### src/rtl/xlate_pkg.sv
package xlate_pkg;
  typedef enum logic [1:0] {
    RSP_OK   = 2'd0,
    RSP_PROT = 2'd1,
    RSP_PGF  = 2'd2
  } rsp_kind_e;

  typedef enum logic [1:0] {
    ST_IDLE = 2'd0,
    ST_LOOK = 2'd1,
    ST_WALK = 2'd2
  } seq_state_e;

  localparam int PERM_W = 4;
  localparam int PB_RD  = 0;
  localparam int PB_WR  = 1;
  localparam int PB_EX  = 2;
  localparam int PB_USR = 3;
endpackage

### src/rtl/xlate_perm.sv
module xlate_perm
  import xlate_pkg::*;
(
  input  logic [PERM_W-1:0] perm,
  input  logic              acc_wr,
  input  logic              acc_ex,
  input  logic              acc_user,
  output logic              allowed
);
  logic deny_user, deny_wr, deny_ex, deny_rd;

  always_comb begin
    deny_user = acc_user && !perm[PB_USR];
    deny_wr   = acc_wr && !perm[PB_WR];
    deny_ex   = acc_ex && !perm[PB_EX];
    deny_rd   = !acc_wr && !acc_ex && !perm[PB_RD];
    allowed   = !(deny_user || deny_wr || deny_ex || deny_rd);
  end
endmodule

### src/rtl/xlate_tlb.sv
module xlate_tlb
  import xlate_pkg::*;
#(
  parameter int ENTRIES = 8,
  parameter int VPN_W   = 20,
  parameter int PPN_W   = 20,
  parameter int ASID_W  = 8
) (
  input  logic              clk,
  input  logic              rst,
  input  logic [VPN_W-1:0]  lk_vpn,
  input  logic [ASID_W-1:0] lk_asid,
  output logic              lk_hit,
  output logic [PPN_W-1:0]  lk_ppn,
  output logic [PERM_W-1:0] lk_perm,
  input  logic              fill_en,
  input  logic [VPN_W-1:0]  fill_vpn,
  input  logic [ASID_W-1:0] fill_asid,
  input  logic [PPN_W-1:0]  fill_ppn,
  input  logic [PERM_W-1:0] fill_perm,
  input  logic              flush_all,
  input  logic              flush_asid,
  input  logic [ASID_W-1:0] flush_asid_id
);
  localparam int IDX_W = (ENTRIES > 1) ? $clog2(ENTRIES) : 1;

  logic [ENTRIES-1:0] vld_q;
  logic [VPN_W-1:0]   vpn_q  [ENTRIES];
  logic [ASID_W-1:0]  asid_q [ENTRIES];
  logic [PPN_W-1:0]   ppn_q  [ENTRIES];
  logic [PERM_W-1:0]  perm_q [ENTRIES];
  logic [IDX_W-1:0]   rr_q;
  logic [ENTRIES-1:0] match;
  logic [ENTRIES-1:0] asid_sel;
  logic [IDX_W-1:0]   hit_idx;

  for (genvar g = 0; g < ENTRIES; g++) begin : g_cmp
    assign match[g]    = vld_q[g] && (vpn_q[g] == lk_vpn) && (asid_q[g] == lk_asid);
    assign asid_sel[g] = (asid_q[g] == flush_asid_id);
  end

  always_comb begin
    hit_idx = '0;
    for (int i = 0; i < ENTRIES; i++) begin
      if (match[i]) hit_idx = hit_idx | IDX_W'(i);
    end
  end

  assign lk_hit  = |match;
  assign lk_ppn  = ppn_q[hit_idx];
  assign lk_perm = perm_q[hit_idx];

  always_ff @(posedge clk) begin
    if (rst) begin
      vld_q <= '0;
      rr_q  <= '0;
    end else begin
      for (int i = 0; i < ENTRIES; i++) begin
        if (flush_all || (flush_asid && asid_sel[i])) vld_q[i] <= 1'b0;
      end
      if (fill_en) begin
        vld_q[rr_q] <= 1'b1;
        rr_q <= (rr_q == IDX_W'(ENTRIES - 1)) ? '0 : rr_q + 1'b1;
      end
    end
  end

  always_ff @(posedge clk) begin
    if (fill_en) begin
      vpn_q[rr_q]  <= fill_vpn;
      asid_q[rr_q] <= fill_asid;
      ppn_q[rr_q]  <= fill_ppn;
      perm_q[rr_q] <= fill_perm;
    end
  end

  assert_single_match_R8: assert property (@(posedge clk) disable iff (rst)
    $onehot0(match));

  assert_flush_all_R10: assert property (@(posedge clk) disable iff (rst)
    (flush_all && !fill_en) |=> (vld_q == '0));

  assert_flush_asid_R11: assert property (@(posedge clk) disable iff (rst)
    (flush_asid && !fill_en) |=> ((vld_q & $past(asid_sel)) == '0));
endmodule

### src/rtl/xlate_ctrl.sv
module xlate_ctrl
  import xlate_pkg::*;
#(
  parameter int VA_W    = 32,
  parameter int OFF_W   = 12,
  parameter int PPN_W   = 20,
  parameter int ASID_W  = 8,
  parameter int ENTRIES = 8
) (
  input  logic              clk,
  input  logic              rst,
  input  logic              req_valid,
  output logic              req_ready,
  input  logic [VA_W-1:0]   req_va,
  input  logic [ASID_W-1:0] req_asid,
  input  logic              req_write,
  input  logic              req_exec,
  input  logic              req_user,
  output logic              rsp_valid,
  output logic [1:0]        rsp_kind,
  output logic [PPN_W+OFF_W-1:0] rsp_pa,
  output logic              walk_req_valid,
  output logic [VA_W-OFF_W-1:0] walk_req_vpn,
  output logic [ASID_W-1:0] walk_req_asid,
  input  logic              walk_rsp_valid,
  input  logic              walk_rsp_present,
  input  logic [PPN_W-1:0]  walk_rsp_ppn,
  input  logic [3:0]        walk_rsp_perm,
  input  logic              flush_all,
  input  logic              flush_asid,
  input  logic [ASID_W-1:0] flush_asid_id
);
  localparam int VPN_W = VA_W - OFF_W;
  localparam int PA_W  = PPN_W + OFF_W;

  seq_state_e        st_q;
  logic [VA_W-1:0]   va_q;
  logic [ASID_W-1:0] asid_q;
  logic              wr_q, ex_q, us_q;
  logic              rsp_v_q;
  rsp_kind_e         rsp_k_q;
  logic [PA_W-1:0]   rsp_pa_q;

  logic              hit;
  logic [PPN_W-1:0]  hit_ppn;
  logic [PERM_W-1:0] hit_perm;
  logic              ok;
  logic              fill_en;

  assign fill_en = (st_q == ST_WALK) && walk_rsp_valid && walk_rsp_present;

  xlate_tlb #(
    .ENTRIES(ENTRIES), .VPN_W(VPN_W), .PPN_W(PPN_W), .ASID_W(ASID_W)
  ) u_tlb (
    .clk          (clk),
    .rst          (rst),
    .lk_vpn       (va_q[VA_W-1:OFF_W]),
    .lk_asid      (asid_q),
    .lk_hit       (hit),
    .lk_ppn       (hit_ppn),
    .lk_perm      (hit_perm),
    .fill_en      (fill_en),
    .fill_vpn     (va_q[VA_W-1:OFF_W]),
    .fill_asid    (asid_q),
    .fill_ppn     (walk_rsp_ppn),
    .fill_perm    (walk_rsp_perm),
    .flush_all    (flush_all),
    .flush_asid   (flush_asid),
    .flush_asid_id(flush_asid_id)
  );

  xlate_perm u_perm (
    .perm    (hit_perm),
    .acc_wr  (wr_q),
    .acc_ex  (ex_q),
    .acc_user(us_q),
    .allowed (ok)
  );

  always_ff @(posedge clk) begin
    if (rst) begin
      st_q     <= ST_IDLE;
      va_q     <= '0;
      asid_q   <= '0;
      wr_q     <= 1'b0;
      ex_q     <= 1'b0;
      us_q     <= 1'b0;
      rsp_v_q  <= 1'b0;
      rsp_k_q  <= RSP_OK;
      rsp_pa_q <= '0;
    end else begin
      rsp_v_q <= 1'b0;
      unique case (st_q)
        ST_IDLE: begin
          if (req_valid) begin
            va_q   <= req_va;
            asid_q <= req_asid;
            wr_q   <= req_write;
            ex_q   <= req_exec;
            us_q   <= req_user;
            st_q   <= ST_LOOK;
          end
        end
        ST_LOOK: begin
          if (hit) begin
            rsp_v_q <= 1'b1;
            st_q    <= ST_IDLE;
            if (ok) begin
              rsp_k_q  <= RSP_OK;
              rsp_pa_q <= {hit_ppn, va_q[OFF_W-1:0]};
            end else begin
              rsp_k_q  <= RSP_PROT;
              rsp_pa_q <= '0;
            end
          end else begin
            st_q <= ST_WALK;
          end
        end
        ST_WALK: begin
          if (walk_rsp_valid) begin
            if (walk_rsp_present) begin
              st_q <= ST_LOOK;
            end else begin
              rsp_v_q  <= 1'b1;
              rsp_k_q  <= RSP_PGF;
              rsp_pa_q <= '0;
              st_q     <= ST_IDLE;
            end
          end
        end
        default: st_q <= ST_IDLE;
      endcase
    end
  end

  assign req_ready      = (st_q == ST_IDLE);
  assign rsp_valid      = rsp_v_q;
  assign rsp_kind       = rsp_k_q;
  assign rsp_pa         = rsp_pa_q;
  assign walk_req_valid = (st_q == ST_WALK);
  assign walk_req_vpn   = va_q[VA_W-1:OFF_W];
  assign walk_req_asid  = asid_q;

  assert_rsp_single_R12: assert property (@(posedge clk) disable iff (rst)
    rsp_valid |=> !rsp_valid);

  assert_busy_walk_R12: assert property (@(posedge clk) disable iff (rst)
    walk_req_valid |-> !req_ready);

  assert_fault_nopa_R4: assert property (@(posedge clk) disable iff (rst)
    (rsp_valid && rsp_kind != 2'd0) |-> (rsp_pa == '0));

  assert_walk_hold_R5: assert property (@(posedge clk) disable iff (rst)
    (walk_req_valid && !walk_rsp_valid) |=>
      (walk_req_valid && $stable(walk_req_vpn) && $stable(walk_req_asid)));

  assert_pgf_R6: assert property (@(posedge clk) disable iff (rst)
    (walk_req_valid && walk_rsp_valid && !walk_rsp_present) |=>
      (rsp_valid && rsp_kind == 2'd2));

  assert_replay_R7: assert property (@(posedge clk) disable iff (rst)
    (walk_req_valid && walk_rsp_valid && walk_rsp_present) |=>
      (!rsp_valid && !walk_req_valid && !req_ready));
endmodule

### config.mk
export PLATFORM = sky130hd
export DESIGN_NAME = xlate_ctrl
export DESIGN_NICKNAME = d
export VERILOG_FILES = /design/src/rtl/xlate_pkg.sv /design/src/rtl/xlate_perm.sv /design/src/rtl/xlate_tlb.sv /design/src/rtl/xlate_ctrl.sv
export SDC_FILE = /design/constraint.sdc
export NUM_CORES = 1
export LEC_CHECK = 0
export BUFFER_PORTS_ARGS = -buffer_cell sky130_fd_sc_hd__buf_2
export CAP_MARGIN = 20
export CORE_AREA = 2 2 185 205
export CTS_CLUSTER_SIZE = 40
export DETAILED_ROUTE_END_ITERATION = 8
export DIE_AREA = 0 0 187 207
export PLACE_DENSITY = 0.78
export SLEW_MARGIN = 20
export SYNTH_ARGS = -nofsm -noshare
export SYNTH_HDL_FRONTEND = slang
export SYNTH_HIERARCHICAL = 1
export SYNTH_SLANG_ARGS = --single-unit
### constraint.sdc
create_clock -name clk -period 6.7 [get_ports clk]
set_input_delay 0.335 -clock clk [delete_from_list [all_inputs] [get_ports clk]]
set_output_delay 0.335 -clock clk [all_outputs]
set_load 0.02 [all_outputs]
==> flow_summary.toml, run 1 <==
[logic_synthesis]
synth_edf_count = 416
ys_top_cells_by_count = "416 x edfxtp_1, 156 x xnor2_1, 131 x nand2_1"
syn-num-nets = 1555
synthTopCellsByArea = "edfxtp_1 57%, dfxtp_1 8.4%, xnor2_1 6.3%, xor2_1 5.2%, mux2i_1 3.8%"
yosys_warnings = 6
avgSynthCellArea_um2 = 14.8
synth.most_common_cell = "edfxtp_1"
synth_cell_types = 56
synthFlopType = "edfxtp_1"
synth-compound-area-share = 0.0450
ys_ff_latch = 507
netlist.area_leader.share = 0.574
synthSimpleGateAreaFrac = 0.0777
synthAdderAreaFrac = 0.00402
synthCells = 1466
seq_area_frac_synth = 0.658
syn_area_um2 = 21800
synthMuxAreaShare = 0.0632
synth_top_family_by_area = "XOR/XNOR gates"
async_flop_share = 0
synth_top_cell_by_area = "edfxtp_1"
synth_xor_area_frac = 0.115

[drt]
via_count = 12400
viasPerCell = 5.81
drc = 0
first_pass_iters = 5
antenna_left = 0
drt-initial-drc-count = 1063
wl_per_cell_um = 23.9
drt-total-wl_um = 51100

[die]
ios = 147
die-width_um = 187
rows = 74
core_um2 = 36800
start_util = 0.592
die_h_um = 207
fp.dieArea_um2 = 38700

[cells_and_area]
stdcell_count = 2139
layout-drive-gt1-share = 0.237
final_area_um2 = 24400
area_growth_pct = 12.3
fin_nets = 1692

[global_route]
grt.overflow.total = 0
grt_max_degree = 61
antenna_found_initial = 5
grt.met1_usage = 0.340
grt-busiest-layer = "met2"
grt_pass1_vias = 12700
gr-usage-met2 = 0.448
grt_util_all_layers = 0.264
grt.met3_usage = 0.0419
grt_pass1_wl_um = 77100

[power_and_ir_drop]
powerDensity_nw_per_um2 = 293
leakage_nw = 8.48
peakVddDrop_mv = 0.259

[timing]
fmax_mhz = 188
fin_crit_ps = 5320
finalCritPeriodShare = 0.795
relSlewSlack = 0.226
setup_ws_ps = 1380
hold_ws_ps = 20.0
worst_slew_pin_slew_ps = 1160
fin_worst_skew_ps = 12.4
rsz0062_at_grt = "false"
finalSetupViolations = 0
drv_slew = 0
hold_violations = 0
setup-tns-final_ps = 0

[clock_network]
cts_tree = "built"
ctsHoldBuffers = 4
cts_setup_buffers = 0
clock-sinks = 507
clock_path_buffers = 3
cts.htree.levels = 2
cts_resized = 0
cts.clk_slew.worst_paths_ps = 60
clk_latency_ps = 560
cts-root-buf = "clkbuf_16"
cts-buffers-inserted = 50

[place]
dpl.cell_count = 2041
hpwlAfterDp_um = 32000
placed_area_um2 = 22700
pre_cts_ws_ps = 1490
port_buffers = 146
gp_congestion = 0.904

[critical_path]
rr_worst_depth = 13
cp_max_fo = 20
critical_path_class = "reg2reg"
startpoint = "walk_req_asid[2]"
end_kind = "register"
worstPathArrival_ps = 5800
worst_r2r_startpoint = "walk_req_asid[2]"
cp-start-kind = "register"
required_ps = 7170

[hold_path]
holdPathStages = 3
hp-class = "in2reg"
hold_start = "req_va[8]"

[flow_run]
cap_violations = 0

[run_status]
outcome = "complete, no violations"
==> state kept, by name, summed over array words and instances, names as in the netlist <==
name / cells
u_tlb/asid_q: 64
u_tlb/ppn_q: 160
u_tlb/vpn_q: 160
rsp_kind: 2
us_q: 1
walk_req_asid: 8
u_tlb/rr_q: 3
u_tlb/perm_q: 32
u_tlb/vld_q: 8
rsp_valid: 1
ex_q: 1
wr_q: 1
rsp_pa: 32
va_q: 32
st_q: 2
==> layout make-up <==
| class | instances | area, µm² |
|---|---|---|
| Fill cell | 2575 | 12300 |
| Sequential cell | 507 | 14300 |
| Clock inverter | 29 | 302 |
| Multi-Input combinational cell | 850 | 6700 |
| Inverter | 6 | 22.5 |
| Antenna cell | 1 | 2.50 |
| Tap cell | 494 | 618 |
| Clock buffer | 64 | 1420 |
| Timing Repair Buffer | 188 | 1060 |
==> cells by family after synthesis <==
family,Yosys count
buffers and inverters,109
AND/OR/NAND/NOR,313
flip-flops,507
XOR/XNOR,285
adder cells (fa/ha/maj),7
AO/OA/AOI/OAI,114
multiplexers,131
==> power breakdown <==
group | internal [mW] | switching (mW) | leakage (nW)
Combinational | 0.262 | 0.439 | 3.12
Sequential | 3.49 | 0.0953 | 4.53
Clock | 1.72 | 1.15 | 0.834
==> per-layer routing <==
| layer | wire [µm] | part of all wire | vias to the layer above |
|---|---|---|---|
| met4 | 2150 | 0.042 | 8 |
| li1 | - | - | 5594 |
| met1 | 20100 | 0.39 | 6253 |
| met5 | 53 | 0.0010 | - |
| met3 | 3120 | 0.061 | 122 |
| met2 | 25700 | 0.50 | 461 |
==> final timing paths <==
kind / to / slack (ps)
hold reg to reg: va_q[11] / 460
hold / removal: va_q[8] / 20
setup / recovery: rsp_pa[31] / 1380
setup reg to reg: rsp_pa[31] / 1380
==> critical path: stages (launching register included) <==
cell and delay [ps]:
dfxtp_1 890, xor2_1 150, nor4_1 810, nand4_1 300, nand3_1 200, nand4b_1 520
o22ai_1 190, a221oi_1 260, nor2b_1 80, nor4_1 530, nor3b_4 620, buf_4 430
nand2_1 100, mux2i_1 140
==> layout by cell type (no fill, tap or decap), types with 23 or more instances in the layout <==
cell type	n
edfxtp_1	416
a21oi_1	49
buf_2	145
or2b_2	23
nand2_1	131
xor2_1	128
clkbuf_16	53
mux2i_1	82
mux2_2	42
xnor2_1	156
buf_4	39
nor4_1	35
dfxtp_1	91
nand4_1	49
==> per-stage QoR <==
| stage | power [mW] | util |
|---|---|---|
| 6_report | 7.16 | 0.665 |
| 5_1_grt | 7.38 | 0.665 |
| 4_1_cts | 7.20 | 0.665 |
| 3_5_place_dp | 4.35 | 0.617 |
| 3_3_place_gp | 4.33 | 0.617 |
| 2_1_floorplan | 4.14 | - |
(Power assumes the default switching activity.)
==> inputs of run 2 (changes only) <==
==> constraint.sdc (replaced) <==
create_clock -name clk -period 5 [get_ports clk]
set_input_delay 0.25 -clock clk [delete_from_list [all_inputs] [get_ports clk]]
set_output_delay 0.25 -clock clk [all_outputs]
set_load 0.02 [all_outputs]
==> run 2 against run 1 <==
First-iteration DRC count increased by 13%. Die area unchanged. Non-clock buffer count up 93. Critical endpoint is now rsp_pa[25]. Largest power group unchanged.
==> flow_summary.toml, run 2 (synthesized netlist as in run 1, its figures left out) <==
[cells_and_area]
final_common_cell = "edfxtp_1"
final_area_um2 = 25200
layout-drive-gt1-share = 0.238
final_util = 0.685
n_antenna_cell = 0
fillers = 2496
stdcell_count = 2230
fin_nets = 1784
final_cell_mix = "416 x edfxtp_1, 156 x xnor2_1, 145 x buf_2"
reg_top3 = "u_tlb/ppn_q x160, u_tlb/vpn_q x160, u_tlb/asid_q x64"
area_growth_pct = 15.7

[power_and_ir_drop]
powerDensity_nw_per_um2 = 373
leakage_nw = 8.84
fin_total_pwr_mw = 9.38
peakVddDrop_mv = 0.308

[global_route]
grt_pass1_vias = 13400
grt.overflow.total = 0
antenna_found_initial = 0
grt_pass1_wl_um = 81200
grt_util_all_layers = 0.278
grt_max_degree = 52

[critical_path]
cp-start-kind = "register"
required_ps = 5480
r2r_end = "rsp_pa[25]"
worst_r2r_startpoint = "walk_req_asid[6]"
rr_worst_depth = 14
endpoint = "rsp_pa[25]"
startpoint = "walk_req_asid[6]"
worstPathCellList = "xnor2_1, nand4_1, nor4_1, nand4_1, nand4_4, mux2_2, o2bb2ai_1, a211oi_2, nor2b_1, nor4_1, nor3b_4, buf_12, nand2_1, mux2i_1"
critPathSlowestCell = "dfxtp_1"
critPathMaxStageDelay_ps = 800
r2r_setup_slack_ps = 560
cp_max_fo = 30
critical_path_class = "reg2reg"
end_kind = "register"
worstPathArrival_ps = 4920

[die]
ios = 147
die_h_um = 207
core_um2 = 36800
fp.dieArea_um2 = 38700
start_util = 0.592
rows = 74
die-width_um = 187

[place]
dpl.cell_count = 2070
pre_cts_ws_ps = 663
gp_congestion = 0.881
placed_area_um2 = 23000
port_buffers = 146
hpwlAfterDp_um = 33600

[timing]
worst_slew_pin_slew_ps = 1100
setup_ws_ps = 563
fmax_mhz = 225
fin_crit_ps = 4440
fin_worst_skew_ps = 10.2
setup-tns-final_ps = 0
relSlewSlack = 0.263
finalCritPeriodShare = 0.887
drv_slew = 0
finalSetupViolations = 0
hold_ws_ps = 66.7
hold_violations = 0
rsz0062_at_grt = "false"

[drt]
first_pass_iters = 7
viasPerCell = 5.86
drc = 0
drt-initial-drc-count = 1203
antenna_left = 0
via_count = 13100
wl_per_cell_um = 24.0
drt-total-wl_um = 53500

[clock_network]
cts_resized = 0
clock_path_buffers = 3
cts_tree = "built"
cts_setup_buffers = 0
ctsHoldBuffers = 68
cts-root-buf = "clkbuf_16"
cts.clk_slew.worst_paths_ps = 60
cts.htree.levels = 2
clock-sinks = 507
cts-buffers-inserted = 49
clk_latency_ps = 570

[run_status]
outcome = "complete, no violations"

[flow_run]
cap_violations = 0

[hold_path]
hp-class = "in2reg"
run 2: cell count changes in the layout (fill, tap and decap cells not counted), sizes merged, moves of 2 or more:
| cell | before | now |
|---|---|---|
| buf | 184 | 213 |
| bufinv | 6 | 2 |
| clkbuf | 64 | 66 |
| clkinv | 18 | 22 |
| clkinvlp | 5 | 1 |
| dlygate4sd3 | 4 | 68 |
run 2: layer usage:
layer  wire [µm]  global-route usage
met1       20400               0.345
met2       27500               0.488
met3        3350              0.0410
met4        2220               0.119
met5           0                   0
run 2: report_power, final:
part | switching (mW) | internal (mW) | leakage (nW)
clock network | 1.55 | 2.00 | 0.763
logic | 0.620 | 0.412 | 3.55
registers | 0.125 | 4.68 | 4.53
total | 2.29 | 7.09 | 8.84
run 2: worst min-delay path by stage:
stage                      startpoint                to  slack (ps)  cells after the start
after floorplan                   rst     u_tlb/rr_q[1]         320                      1
after global routing      req_asid[7]  walk_req_asid[7]          60                      3
final                     req_asid[7]  walk_req_asid[7]          70                      3
after CTS                 req_asid[7]  walk_req_asid[7]          60                      3
after global placement       va_q[11]        rsp_pa[11]         440                      2
after detailed placement      va_q[3]           va_q[3]         450                      2
run 2: final cells by class:
class | count | area [µm²] | area share
multi-input combinational | 850 | 6710 | 0.267
timing repair buffer | 281 | 1980 | 0.0786
tap | 494 | 618 | 0.0246
sequential | 507 | 14300 | 0.569
clock inverter | 26 | 176 | 0.00701
clock buffer | 66 | 1350 | 0.0537
inverter | 6 | 22.5 | 0.000895
run 2: worst max-delay path: cells and delay by family, from the launching register on:
family / cells / cell delay (ps)
simple gates: 8 / 2310
flops: 1 / 800
mux: 2 / 440
compound gates: 2 / 350
buf+inv: 1 / 220
xor+xnor: 1 / 200
==> inputs of run 3 (changes only) <==
--- a/config.mk
+++ b/config.mk
@@ -11,7 +11,7 @@
 export CTS_CLUSTER_SIZE = 40
 export DETAILED_ROUTE_END_ITERATION = 8
 export DIE_AREA = 0 0 187 207
-export PLACE_DENSITY = 0.78
+export PLACE_DENSITY = 0.89
 export SLEW_MARGIN = 20
 export SYNTH_ARGS = -nofsm -noshare
 export SYNTH_HDL_FRONTEND = slang
==> run 3 against run 2 <==
Utilization decreased by 0.16 points. Setup slack got worse by 290 ps. Critical path depth increased by 1. Power increased by 2.0%. Fmax decreased by 6.2%. Die area unchanged. Wire length increased by 4.8%. Via count increased by 2.9%. Register-to-register slack got worse by 290 ps. Highest routed layer unchanged.
==> flow_summary.toml, run 3 (synthesized netlist as in run 1, its figures left out) <==
[run_status]
outcome = "complete, no violations"

[hold_path]
hp-class = "in2reg"
hold_path_end = "walk_req_asid[1]"
holdPathStages = 3
hold_start = "req_asid[1]"

[cells_and_area]
reg_top3 = "u_tlb/ppn_q x160, u_tlb/vpn_q x160, u_tlb/asid_q x64"
final_common_cell = "edfxtp_1"
fillers = 2230
regArea_um2 = 14300
area_growth_pct = 15.4
stdcell_count = 2216
fin_nets = 1772
final_area_um2 = 25100
layout-drive-gt1-share = 0.233
multi_input_area_um2 = 6710
final_cell_mix = "416 x edfxtp_1, 156 x xnor2_1, 146 x buf_2"

[power_and_ir_drop]
fin_total_pwr_mw = 9.57
powerDensity_nw_per_um2 = 381
peakVddDrop_mv = 0.310
power_frac_clock = 0.390
power.switching_mw = 2.32
p_seq_frac = 0.501
internal-power_mw = 7.25
p_sw_frac = 0.243
combPwrFrac = 0.109
leakage_nw = 8.79

[critical_path]
r2r_setup_slack_ps = 270
critical_path_class = "reg2reg"
rr_worst_depth = 15
critPathMaxStageDelay_ps = 960
worstPathCellList = "xnor2_1, nand4_1, nor4_1, nand4_1, nand3_1, nand4b_1, buf_4, nor2_1, a211oi_2, nor2b_1, nor4_1, nor3b_4, buf_4, nand2_1, mux2i_1"
cp_max_fo = 20
end_kind = "register"
cpLargestDelayFamily = "simple AND/OR/NAND/NOR gates"
required_ps = 5510
r2r_end = "rsp_pa[13]"
worstPathArrival_ps = 5240
path_buf_inv = 2
worst_r2r_startpoint = "va_q[13]"
cp-start-kind = "register"
critPathSlowestCell = "dfxtp_1"

[die]
start_util = 0.592
die_h_um = 207
die-width_um = 187
rows = 74
ios = 147
fp.dieArea_um2 = 38700
core_um2 = 36800

[drt]
first_pass_iters = 7
drt-initial-drc-count = 1751
drt-total-wl_um = 56100
via_count = 13500
viasPerCell = 6.07
drc = 0
wl_per_cell_um = 25.3
antenna_left = 0

[timing]
relSlewSlack = 0.261
finalSetupViolations = 0
hold_ws_ps = 14.7
drv_slew = 0
hold_violations = 0
setup-tns-final_ps = 0
worst_slew_pin_slew_ps = 1110
finalCritPeriodShare = 0.946
rsz0062_at_grt = "false"
fmax_mhz = 211
fin_crit_ps = 4730
fin_worst_skew_ps = 21.1

[flow_run]
cap_violations = 0

[clock_network]
clock_path_buffers = 3
cts-buffers-inserted = 48
clk_latency_ps = 590
cts-root-buf = "clkbuf_16"
cts.clk_slew.worst_paths_ps = 70
cts_resized = 0
cts_tree = "built"
cts.htree.levels = 2
clock-sinks = 507

[global_route]
antenna_found_initial = 0
grt_pass1_wl_um = 84400
grt_pass1_vias = 13900
grt_max_degree = 77
grt_util_all_layers = 0.287
grt.overflow.total = 0

[place]
placed_area_um2 = 22800
port_buffers = 146
hpwlAfterDp_um = 33400
dpl.cell_count = 2060
gp_congestion = 0.933
## run 3: final cells by class
class | instances | share of cell area
Antenna cell | 1 | 0.0000996
Clock buffer | 69 | 0.0547
Clock inverter | 19 | 0.00907
Inverter | 6 | 0.000897
Multi-Input combinational cell | 850 | 0.267
Sequential cell | 507 | 0.570
Tap cell | 494 | 0.0246
Timing Repair Buffer | 270 | 0.0735
## run 3: worst min-delay path, cell delays in order
cell	delay [ps]
buf_2	100
nand2_1	100
a21oi_1	100
## run 3: worst max path at each step
| stage | slack (ps) | cells past startpoint | to | from |
|---|---|---|---|---|
| final | 270 | 15 | rsp_pa[13] | va_q[13] |
| after global routing | 180 | 15 | rsp_pa[12] | va_q[13] |
| after CTS | 480 | 15 | rsp_pa[13] | va_q[13] |
| after detailed placement | 560 | 15 | rsp_pa[13] | va_q[13] |
| after global placement | 760 | 15 | rsp_pa[12] | va_q[13] |
| after floorplan | 1070 | 6 | u_tlb/asid_q[3][0] | st_q[0] |
## run 3: routing by layer
metal,wire [µm],GRT usage,vias to the layer above
li1,-,-,5759
met3,6190,0.0651,156
met4,2130,0.116,0
met1,20500,0.371,6585
met2,27300,0.474,959
met5,0,0,-
## run 3: power groups by stage
stage	clock network (mW)	logic, mW	registers [mW]
5_1_grt	3.88	1.11	4.80
6_report	3.73	1.05	4.79
4_1_cts	3.72	1.02	4.79
3_3_place_gp	0	0.943	4.87
2_1_floorplan	0	0.675	4.87
3_5_place_dp	0	0.968	4.88
## run 3: repair_timing
item,4_1_cts,5_1_grt
hold endpoints to repair,234,0
setup buffers,0,0
endpoints found under the setup margin,0,0
hold buffers,67,0
## run 3: stage by stage
step,setup slack [ps],utilization
6_report,270,0.683
5_1_grt,181,0.683
4_1_cts,477,0.683
3_5_place_dp,559,0.621
3_3_place_gp,761,0.621
2_1_floorplan,1070,-
